## config.mk

```make
export PLATFORM = sky130hd
export DESIGN_NAME = gpio_port
export DESIGN_NICKNAME = d
export VERILOG_FILES = /design/src/rtl/gpio_port_pkg.sv /design/src/rtl/gpio_addr_decode.sv /design/src/rtl/gpio_in_sync.sv /design/src/rtl/gpio_ctrl_regs.sv /design/src/rtl/gpio_pad_drive.sv /design/src/rtl/gpio_port.sv
export SDC_FILE = /design/constraint.sdc
export NUM_CORES = 1
export LEC_CHECK = 0
export ABC_AREA = 1
export BUFFER_PORTS_ARGS = -buffer_cell sky130_fd_sc_hd__buf_2
export CAP_MARGIN = 20
export CELL_PAD_IN_SITES_DETAIL_PLACEMENT = 1
export CELL_PAD_IN_SITES_GLOBAL_PLACEMENT = 1
export CORE_MARGIN = 4
export CORE_UTILIZATION = 32
export DETAILED_ROUTE_END_ITERATION = 8
export PLACE_DENSITY = 0.75
export SLEW_MARGIN = 20
export SYNTH_ARGS = -nofsm -noshare
export SYNTH_HDL_FRONTEND = slang
export SYNTH_SLANG_ARGS = --single-unit
```

## constraint.sdc

```tcl
create_clock -name clk_i -period 0.8 [get_ports clk_i]
set_clock_uncertainty 0.1 [all_clocks]
set_input_delay 0.16 -clock clk_i [delete_from_list [all_inputs] [get_ports clk_i]]
set_output_delay 0.16 -clock clk_i [all_outputs]
set_load 0.05 [all_outputs]
```

## src/rtl/gpio_port_pkg.sv

```systemverilog
package gpio_port_pkg;

    // Register selected by a bus address; region index order is decoded.
    typedef enum logic [2:0] {
        RSEL_OWN  = 3'd0,
        RSEL_DIR  = 3'd1,
        RSEL_LVL  = 3'd2,
        RSEL_PIN  = 3'd3,
        RSEL_NONE = 3'd7
    } rsel_e;

    // Address layout: low nibble zero, region in the bits above, alias in MSB.
    localparam int unsigned REGION_SHIFT = 4;
    localparam int unsigned REGION_COUNT = 4;

endpackage

```

## src/rtl/gpio_addr_decode.sv

```systemverilog
module gpio_addr_decode
    import gpio_port_pkg::*;
#(
    parameter int unsigned ADDR_W = 8
) (
    input  logic [ADDR_W-1:0] addr_i,
    output rsel_e             sel_o,
    output logic              masked_o
);
    localparam int unsigned ALIAS_BIT = ADDR_W - 1;
    localparam int unsigned REG_W     = ALIAS_BIT - REGION_SHIFT;

    logic [REGION_SHIFT-1:0] low_nib;
    logic [REG_W-1:0]        region;

    always_comb begin
        low_nib  = addr_i[REGION_SHIFT-1:0];
        region   = addr_i[ALIAS_BIT-1:REGION_SHIFT];
        masked_o = addr_i[ALIAS_BIT];
        sel_o    = RSEL_NONE;
        if (low_nib == '0 && region < REG_W'(REGION_COUNT)) begin
            case (region[1:0])
                2'd0:    sel_o = RSEL_OWN;
                2'd1:    sel_o = RSEL_DIR;
                2'd2:    sel_o = RSEL_LVL;
                default: sel_o = RSEL_PIN;
            endcase
        end
    end
endmodule

```

## src/rtl/gpio_in_sync.sv

```systemverilog
module gpio_in_sync #(
    parameter int unsigned N_PINS = 8,
    parameter int unsigned STAGES = 2
) (
    input  logic              clk_i,
    input  logic              rst_ni,
    input  logic [N_PINS-1:0] pins_i,
    output logic [N_PINS-1:0] sync_o
);
    logic [N_PINS-1:0] stage_d [STAGES];
    logic [N_PINS-1:0] stage_q [STAGES];

    generate
        for (genvar s = 0; s < STAGES; s++) begin : g_stage
            if (s == 0) begin : g_first
                always_comb stage_d[s] = pins_i;
            end else begin : g_next
                always_comb stage_d[s] = stage_q[s-1];
            end
            always_ff @(posedge clk_i or negedge rst_ni) begin
                if (!rst_ni) stage_q[s] <= '0;
                else         stage_q[s] <= stage_d[s];
            end
        end
    endgenerate

    assign sync_o = stage_q[STAGES-1];

    // the last stage carries what the stage before it held one edge earlier
    a_r6_sync_shift: assert property (@(posedge clk_i) disable iff (!rst_ni)
        stage_q[STAGES-1] == $past(stage_q[STAGES-2]));
endmodule

```

## src/rtl/gpio_ctrl_regs.sv

```systemverilog
module gpio_ctrl_regs
    import gpio_port_pkg::*;
#(
    parameter int unsigned N_PINS = 8,
    parameter int unsigned DATA_W = 32
) (
    input  logic              clk_i,
    input  logic              rst_ni,
    input  logic              we_i,
    input  rsel_e             sel_i,
    input  logic              masked_i,
    input  logic [DATA_W-1:0] wdata_i,
    input  logic [N_PINS-1:0] pin_sync_i,
    output logic [N_PINS-1:0] own_o,
    output logic [N_PINS-1:0] dir_o,
    output logic [N_PINS-1:0] lvl_o,
    output logic [DATA_W-1:0] rdata_o
);
    typedef struct packed {
        logic [N_PINS-1:0] own;
        logic [N_PINS-1:0] dir;
        logic [N_PINS-1:0] lvl;
        logic [DATA_W-1:0] rdata;
    } regs_t;

    regs_t st_d, st_q;
    logic [N_PINS-1:0] wsel, wval;

    function automatic logic [N_PINS-1:0] apply_write(
        input logic [N_PINS-1:0] cur,
        input logic              is_masked,
        input logic [N_PINS-1:0] sel,
        input logic [N_PINS-1:0] val
    );
        if (is_masked) return (cur & ~sel) | (val & sel);
        return val;
    endfunction

    always_comb begin
        wval  = wdata_i[N_PINS-1:0];
        wsel  = wdata_i[2*N_PINS-1:N_PINS];
        st_d  = st_q;
        // Read path uses the register values from before this edge's write.
        case (sel_i)
            RSEL_OWN: st_d.rdata = DATA_W'(st_q.own);
            RSEL_DIR: st_d.rdata = DATA_W'(st_q.dir);
            RSEL_LVL: st_d.rdata = DATA_W'(st_q.lvl);
            RSEL_PIN: st_d.rdata = DATA_W'(pin_sync_i);
            default:  st_d.rdata = '0;
        endcase
        if (we_i) begin
            case (sel_i)
                RSEL_OWN: st_d.own = apply_write(st_q.own, masked_i, wsel, wval);
                RSEL_DIR: st_d.dir = apply_write(st_q.dir, masked_i, wsel, wval);
                RSEL_LVL: st_d.lvl = apply_write(st_q.lvl, masked_i, wsel, wval);
                default:  ;
            endcase
        end
    end

    always_ff @(posedge clk_i or negedge rst_ni) begin
        if (!rst_ni) st_q <= '0;
        else         st_q <= st_d;
    end

    assign own_o   = st_q.own;
    assign dir_o   = st_q.dir;
    assign lvl_o   = st_q.lvl;
    assign rdata_o = st_q.rdata;

    // after an edge in reset every register is clear
    a_r1_reset_clear: assert property (@(posedge clk_i)
        !rst_ni |=> (own_o == '0 && dir_o == '0 && lvl_o == '0 && rdata_o == '0));

    // unselected pins of a masked level write keep their value
    a_r3_masked_keep: assert property (@(posedge clk_i) disable iff (!rst_ni)
        (we_i && masked_i && sel_i == RSEL_LVL)
        |=> ((lvl_o & ~$past(wsel)) == ($past(lvl_o) & ~$past(wsel))));

    // selected pins of a masked ownership write take the new value
    a_r3_masked_take: assert property (@(posedge clk_i) disable iff (!rst_ni)
        (we_i && masked_i && sel_i == RSEL_OWN)
        |=> ((own_o & $past(wsel)) == ($past(wval) & $past(wsel))));

    // an empty select byte leaves the targeted register untouched
    a_r4_empty_select: assert property (@(posedge clk_i) disable iff (!rst_ni)
        (we_i && masked_i && wsel == '0) |=> ($stable(own_o) && $stable(dir_o) && $stable(lvl_o)));

    // writes to the input register or unmapped space change nothing
    a_r7_readonly_input: assert property (@(posedge clk_i) disable iff (!rst_ni)
        (we_i && (sel_i == RSEL_PIN || sel_i == RSEL_NONE))
        |=> ($stable(own_o) && $stable(dir_o) && $stable(lvl_o)));
endmodule

```

## src/rtl/gpio_pad_drive.sv

```systemverilog
module gpio_pad_drive #(
    parameter int unsigned N_PINS = 8
) (
    input  logic              clk_i,
    input  logic              rst_ni,
    input  logic [N_PINS-1:0] own_i,
    input  logic [N_PINS-1:0] dir_i,
    input  logic [N_PINS-1:0] lvl_i,
    output logic [N_PINS-1:0] pad_out_o,
    output logic [N_PINS-1:0] pad_oe_o
);
    generate
        for (genvar p = 0; p < N_PINS; p++) begin : g_pin
            logic drive;
            always_comb begin
                drive        = own_i[p] & dir_i[p];
                pad_oe_o[p]  = drive;
                pad_out_o[p] = drive & lvl_i[p];
            end
        end
    endgenerate

    // a pin not owned by GPIO is never driven
    a_r5_unowned_released: assert property (@(posedge clk_i) disable iff (!rst_ni)
        (pad_oe_o & ~own_i) == '0);

    // a released pin shows no level
    a_r5_released_quiet: assert property (@(posedge clk_i) disable iff (!rst_ni)
        (pad_out_o & ~pad_oe_o) == '0);
endmodule

```

## src/rtl/gpio_port.sv

```systemverilog
module gpio_port
    import gpio_port_pkg::*;
#(
    parameter int unsigned N_PINS      = 8,
    parameter int unsigned ADDR_W      = 8,
    parameter int unsigned DATA_W      = 32,
    parameter int unsigned SYNC_STAGES = 2
) (
    input  logic              clk_i,
    input  logic              rst_ni,
    input  logic [ADDR_W-1:0] bus_addr_i,
    input  logic              bus_we_i,
    input  logic [DATA_W-1:0] bus_wdata_i,
    output logic [DATA_W-1:0] bus_rdata_o,
    input  logic [N_PINS-1:0] pins_i,
    output logic [N_PINS-1:0] pad_out_o,
    output logic [N_PINS-1:0] pad_oe_o
);
    rsel_e             sel;
    logic              masked;
    logic [N_PINS-1:0] pin_sync, own, dir, lvl;

    gpio_addr_decode #(.ADDR_W(ADDR_W)) u_decode (
        .addr_i   (bus_addr_i),
        .sel_o    (sel),
        .masked_o (masked)
    );

    gpio_in_sync #(.N_PINS(N_PINS), .STAGES(SYNC_STAGES)) u_sync (
        .clk_i  (clk_i),
        .rst_ni (rst_ni),
        .pins_i (pins_i),
        .sync_o (pin_sync)
    );

    gpio_ctrl_regs #(.N_PINS(N_PINS), .DATA_W(DATA_W)) u_regs (
        .clk_i      (clk_i),
        .rst_ni     (rst_ni),
        .we_i       (bus_we_i),
        .sel_i      (sel),
        .masked_i   (masked),
        .wdata_i    (bus_wdata_i),
        .pin_sync_i (pin_sync),
        .own_o      (own),
        .dir_o      (dir),
        .lvl_o      (lvl),
        .rdata_o    (bus_rdata_o)
    );

    gpio_pad_drive #(.N_PINS(N_PINS)) u_pads (
        .clk_i     (clk_i),
        .rst_ni    (rst_ni),
        .own_i     (own),
        .dir_i     (dir),
        .lvl_i     (lvl),
        .pad_out_o (pad_out_o),
        .pad_oe_o  (pad_oe_o)
    );

    // enable rising on a pin already at its level drives that level at once
    a_r10_no_stale_drive: assert property (@(posedge clk_i) disable iff (!rst_ni)
        ($rose(pad_oe_o[0]) && $stable(lvl[0])) |-> (pad_out_o[0] == lvl[0]));
endmodule

```

; ---- Yosys cells after proc, flatten, opt, wreduce, memory -nomap -nowiden
; Index checks and enable logic that the tools add are counted.
[totals]
register_bits = 48
out_inout_bits = 48
wordCells = 59
[op_classes]
magnitude_cmp = 1
n_reduce_logical = 7
eq_ne = 5
bitwise = 24
mux = 16
[op_table]
columns = operator, n
row1 = two-way mux 8 bit, 6
row2 = bitwise AND 8 bit, 4
row3 = case mux 8 bit (4 select lines), 1
row4 = bitwise OR 8 bit, 3
row5 = bitwise AND 1 bit, 16
row6 = inverter 8 bit, 1
row7 = two-way mux 1 bit, 7
row8 = "== test 3 x 2 -> 1 bit, second input constant", 2
row9 = case mux 2 bit (3 select lines), 1
row10 = AND reduction 2 bit, 3
row11 = zero test 4 bit, 1
row12 = "== test 3 x 1 -> 1 bit, second input constant", 1
row13 = zero test 3 bit, 1
row14 = "less-than comparator 3 bit, second input constant", 1
row15 = two-way mux 3 bit, 1
row16 = "== test 2 x 1 -> 1 bit, second input constant", 1
row17 = "== test 2 bit, second input constant", 1
row18 = zero test 2 bit, 1
row19 = logical AND 1 bit, 1

; ---- Longest topological paths before layout
[depth]
ltp_word = 7
ltp_mapped = 8
depth_no_buf = 7

; ---- Cells and area by module
; From an unflattened synthesis, not the netlist that was laid out.
[hier_totals]
cells_unflattened = 323
hier_area_um2 = 2616.3
[by_module_without_submodules]
columns = mod, area_per_inst_um2, seq_area_each_um2, n_inst, cells_each
row1 = gpio_ctrl_regs, 1966.9, 800.8, 1, 258
row2 = gpio_in_sync, 400.4, 400.4, 1, 16
row3 = gpio_pad_drive, 200.2, 0.0, 1, 40
row4 = gpio_addr_decode, 48.8, 0.0, 1, 9

; ---- Worst setup path before layout
; No wires, ideal clock.
[synth_path]
path_type = register to output
startpoint = register (tool-made name)
endpoint = output port pad_out_o[0]
t_arrival_ps = 1054
required_ps = 540
path_stages_with_launch = 3
setup_slack_ps = -514
cell_sequence = dfrtp_1 -> nand2_1 -> nor2_1
[synth_lines]
columns = element, line_no
row1 = end: declaration, gpio_port.sv:16  ; output logic [N_PINS-1:0] pad_out_o,

==> impl_results.md <==
* Post-Syn Area at 2630 um2
* Die area at 9720 um2
* Drt first pass iters at 4
* Clk slew on worst S/H paths at 0.10 ns
* Post-route ant nets at 0
* RePlAce Congestion at 0.825
* Achievable Freq at 771 MHz
* Share of cells above drive strength 1 at 50.1%
* Async SR Flop Fraction at 100%
* Sequential fraction of the synthesis area at 45.7%
* RSZ-0062 raised after global routing: true
* Net Sw Power at 1650 uW
* Post-synthesis adder-cell area fraction at 0%
* Die H at 98.6 um
* Synth Area in Simple Gates at 32.3%
* Post-synthesis compound-gate area fraction at 3.05%
* Largest area contributor in the netlist: dfrtp_1
* Core ar. at 7850 um2
* Final worst slack at -0.497 ns
* Clk pwr share at 32.6%
* Multiplexer share of the synthesized area at 0%
* Internal at 3890 uW
* Hold Startpoint: bus_wdata_i[3]
* Syn Area/Cell at 8.39 um2
* Initial core utilization at 33.5%
* CTS tree: yes
* Max clock buf depth at 2
* Cells after Synth at 313
* Total track usage at 16.5%
* Final HPWL DP at 5.47 mm
* Ys flop type: dfrtp_1
* Final Hold Viols at 0
* Dpl ws at -0.566 ns
* Worst skew pair latency at 0.30 ns
* Area Growth Syn to Fin at 52.2%
* Critical Path Start Type: register
* Pwr per Cell Area at 1390 nW/um2
* Vias in the first global route at 2570
* Static Leak at 0.00201 uW
* Wire length per cell at 15.3 um
* Sink Count at 48
* Largest family of logic cells by synthesized area: simple AND/OR/NAND/NOR gates
* Largest net degree at the start of global routing at 49
* Total number of vias at 2427
* Drt initial violations at 73
* Crit-path max FO at 2
* Hold WC Path Type: in -> reg
* Drt total wl at 8.06 mm
* Crit share post-route at 162%
* Top-area cell type share of the netlist area at 45.7%
* Worst IR Drop VDD at 0.000707 V
* H-Tree Depth at 2
* Netlist cell types at 23
* First-pass GRT wire length at 12.9 mm
* Final setup violation count at 56
* CP Data Required Time at 0.54 ns
* Top cells by area, synth: dfrtp_1, nand2_1, buf_4
* Crit-path cells: nand2_2 > nor2_4 > buf_8
* Post-synth top cells: nand2_1, dfrtp_1, inv_1
* Util after Layout at 50.9%
* Final slew viol count at 0
* Post-synthesis xor/xnor area fraction at 0%
* Arr. time, crit path at 1.04 ns
* DR DRC count at 0
* ANT cells at 0
* Yosys reg bits at 48
* GRT Residual Overflow at 0
* Root buffer cell: clkbuf_8
* Sw Ratio at 29.8%
* Cts bufs inserted at 5
* Tmin final at 1.30 ns
* Status: complete, but fails checks
* Sequential power share at 47.3%
* Final net count at 473
* Total power at 5540 uW
* I/O pin count at 99
* Ys Warns at 0
* Violated checks: setup timing
* PortBufs at 58
* Max stage delay on crit path at 0.39 ns
* Die X at 98.6 um
* Initial antenna violation count at 0
* Final hold slack at 0.0213 ns
* Post-synth EDFFs at 0
* Crit path capture type: output port
* Non-filler cells, final at 525
* Max-Cap Viols at 0
* CP max stage cell: dfrtp_1
* Most numerous cell in the Yosys netlist: nand2_1
* Logic pwr share at 20.1%
* WS Path Type: reg -> out
* Rows at 32
* Via density at 4.62
* Placed insts at 495
layout by cell type, fill, tap and decap left out, types with 2 or more instances in the layout:
master | netlist | routed
inv_1 | 43 | 29
nand4_1 | 32 | 32
dlygate4sd3_1 | 0 | 9
buf_2 | 3 | 29
buf_8 | 0 | 3
conb_1 | 1 | 24
clkbuf_8 | 0 | 5
inv_2 | 1 | 13
a21oi_1 | 7 | 7
buf_12 | 1 | 7
nand3_1 | 16 | 5
nand3_4 | 1 | 5
nand2_1 | 88 | 57
o21ai_1 | 8 | 7
nor2_4 | 5 | 12
buf_6 | 3 | 42
nand2_2 | 1 | 31
nand3_2 | 8 | 15
dfrtp_2 | 0 | 8
clkinvlp_4 | 0 | 2
buf_4 | 34 | 31
dfrtp_1 | 48 | 40
cell families after synthesis:
kind of cell / Yosys count
simple gates: 162
compound gates: 16
buf+inv: 86
other cells: 1
flops: 48
what timing repair did:
item                                    CTS  global route
pin swaps                                23            25
buffers inserted                         14            12
hold endpoints to repair                 56             0
resized for setup                        96            40
cloned                                    1             0
endpoints found under the setup margin   56            56
hold buffers                              9             0
stage by stage:
stage	instance area, um2	TNS (ns)
3_5_place_dp	3270	-19.88
6_report	4000	-16.44
5_1_grt	4000	-18.99
4_1_cts	3830	-15.81
2_1_floorplan	2790	-11.25
3_3_place_gp	3270	-18.28
worst max-delay path: cells and delay by family (launching register included):
family,cells,cell delay [ns]
and+or+nand+nor,2,0.20
DFF,1,0.39
buffers and inverters,1,0.15
worst paths after layout:
check / end / slack (ns) / cells after the start
setup reg to reg: u_regs.rdata_o[0] / -0.37 / 7
setup / recovery: pad_out_o[4] / -0.50 / 3
min in group asynchronous: u_sync.stage_d[6] / 0.28 / 3
max in group asynchronous: u_regs.rdata_o[2] / 0.08 / 3
hold / removal: register / 0.02 / 3
hold reg to reg: u_sync.sync_o[6] / 0.26 / 0
power groups by stage:
stage	sequential, uW	clock, uW	combinational, uW
after floorplan	2650	0	606
after global placement	2650	0	904
after detailed placement	2650	0	922
after CTS	2610	1850	1040
after global routing	2630	1960	1200
final	2620	1810	1120
cell type report:
class / count / area [um2]
inverter: 44 / 171
clock buffer: 5 / 68.8
multi-input combinational: 202 / 1240
fill: 925 / 3850
tap: 102 / 128
timing repair buffer: 121 / 1130
clock inverter: 3 / 46.3
sequential: 48 / 1210
metal layers:
metal	vias up	global-route usage [%]	part of all wire (%)
met5	-	0	0
met4	0	3.15	1.2
met3	8	2.76	3.9
met2	65	30.5	53
met1	1189	20.2	41
li1	1165	-	-
Power figures use the tool's default switching activity.
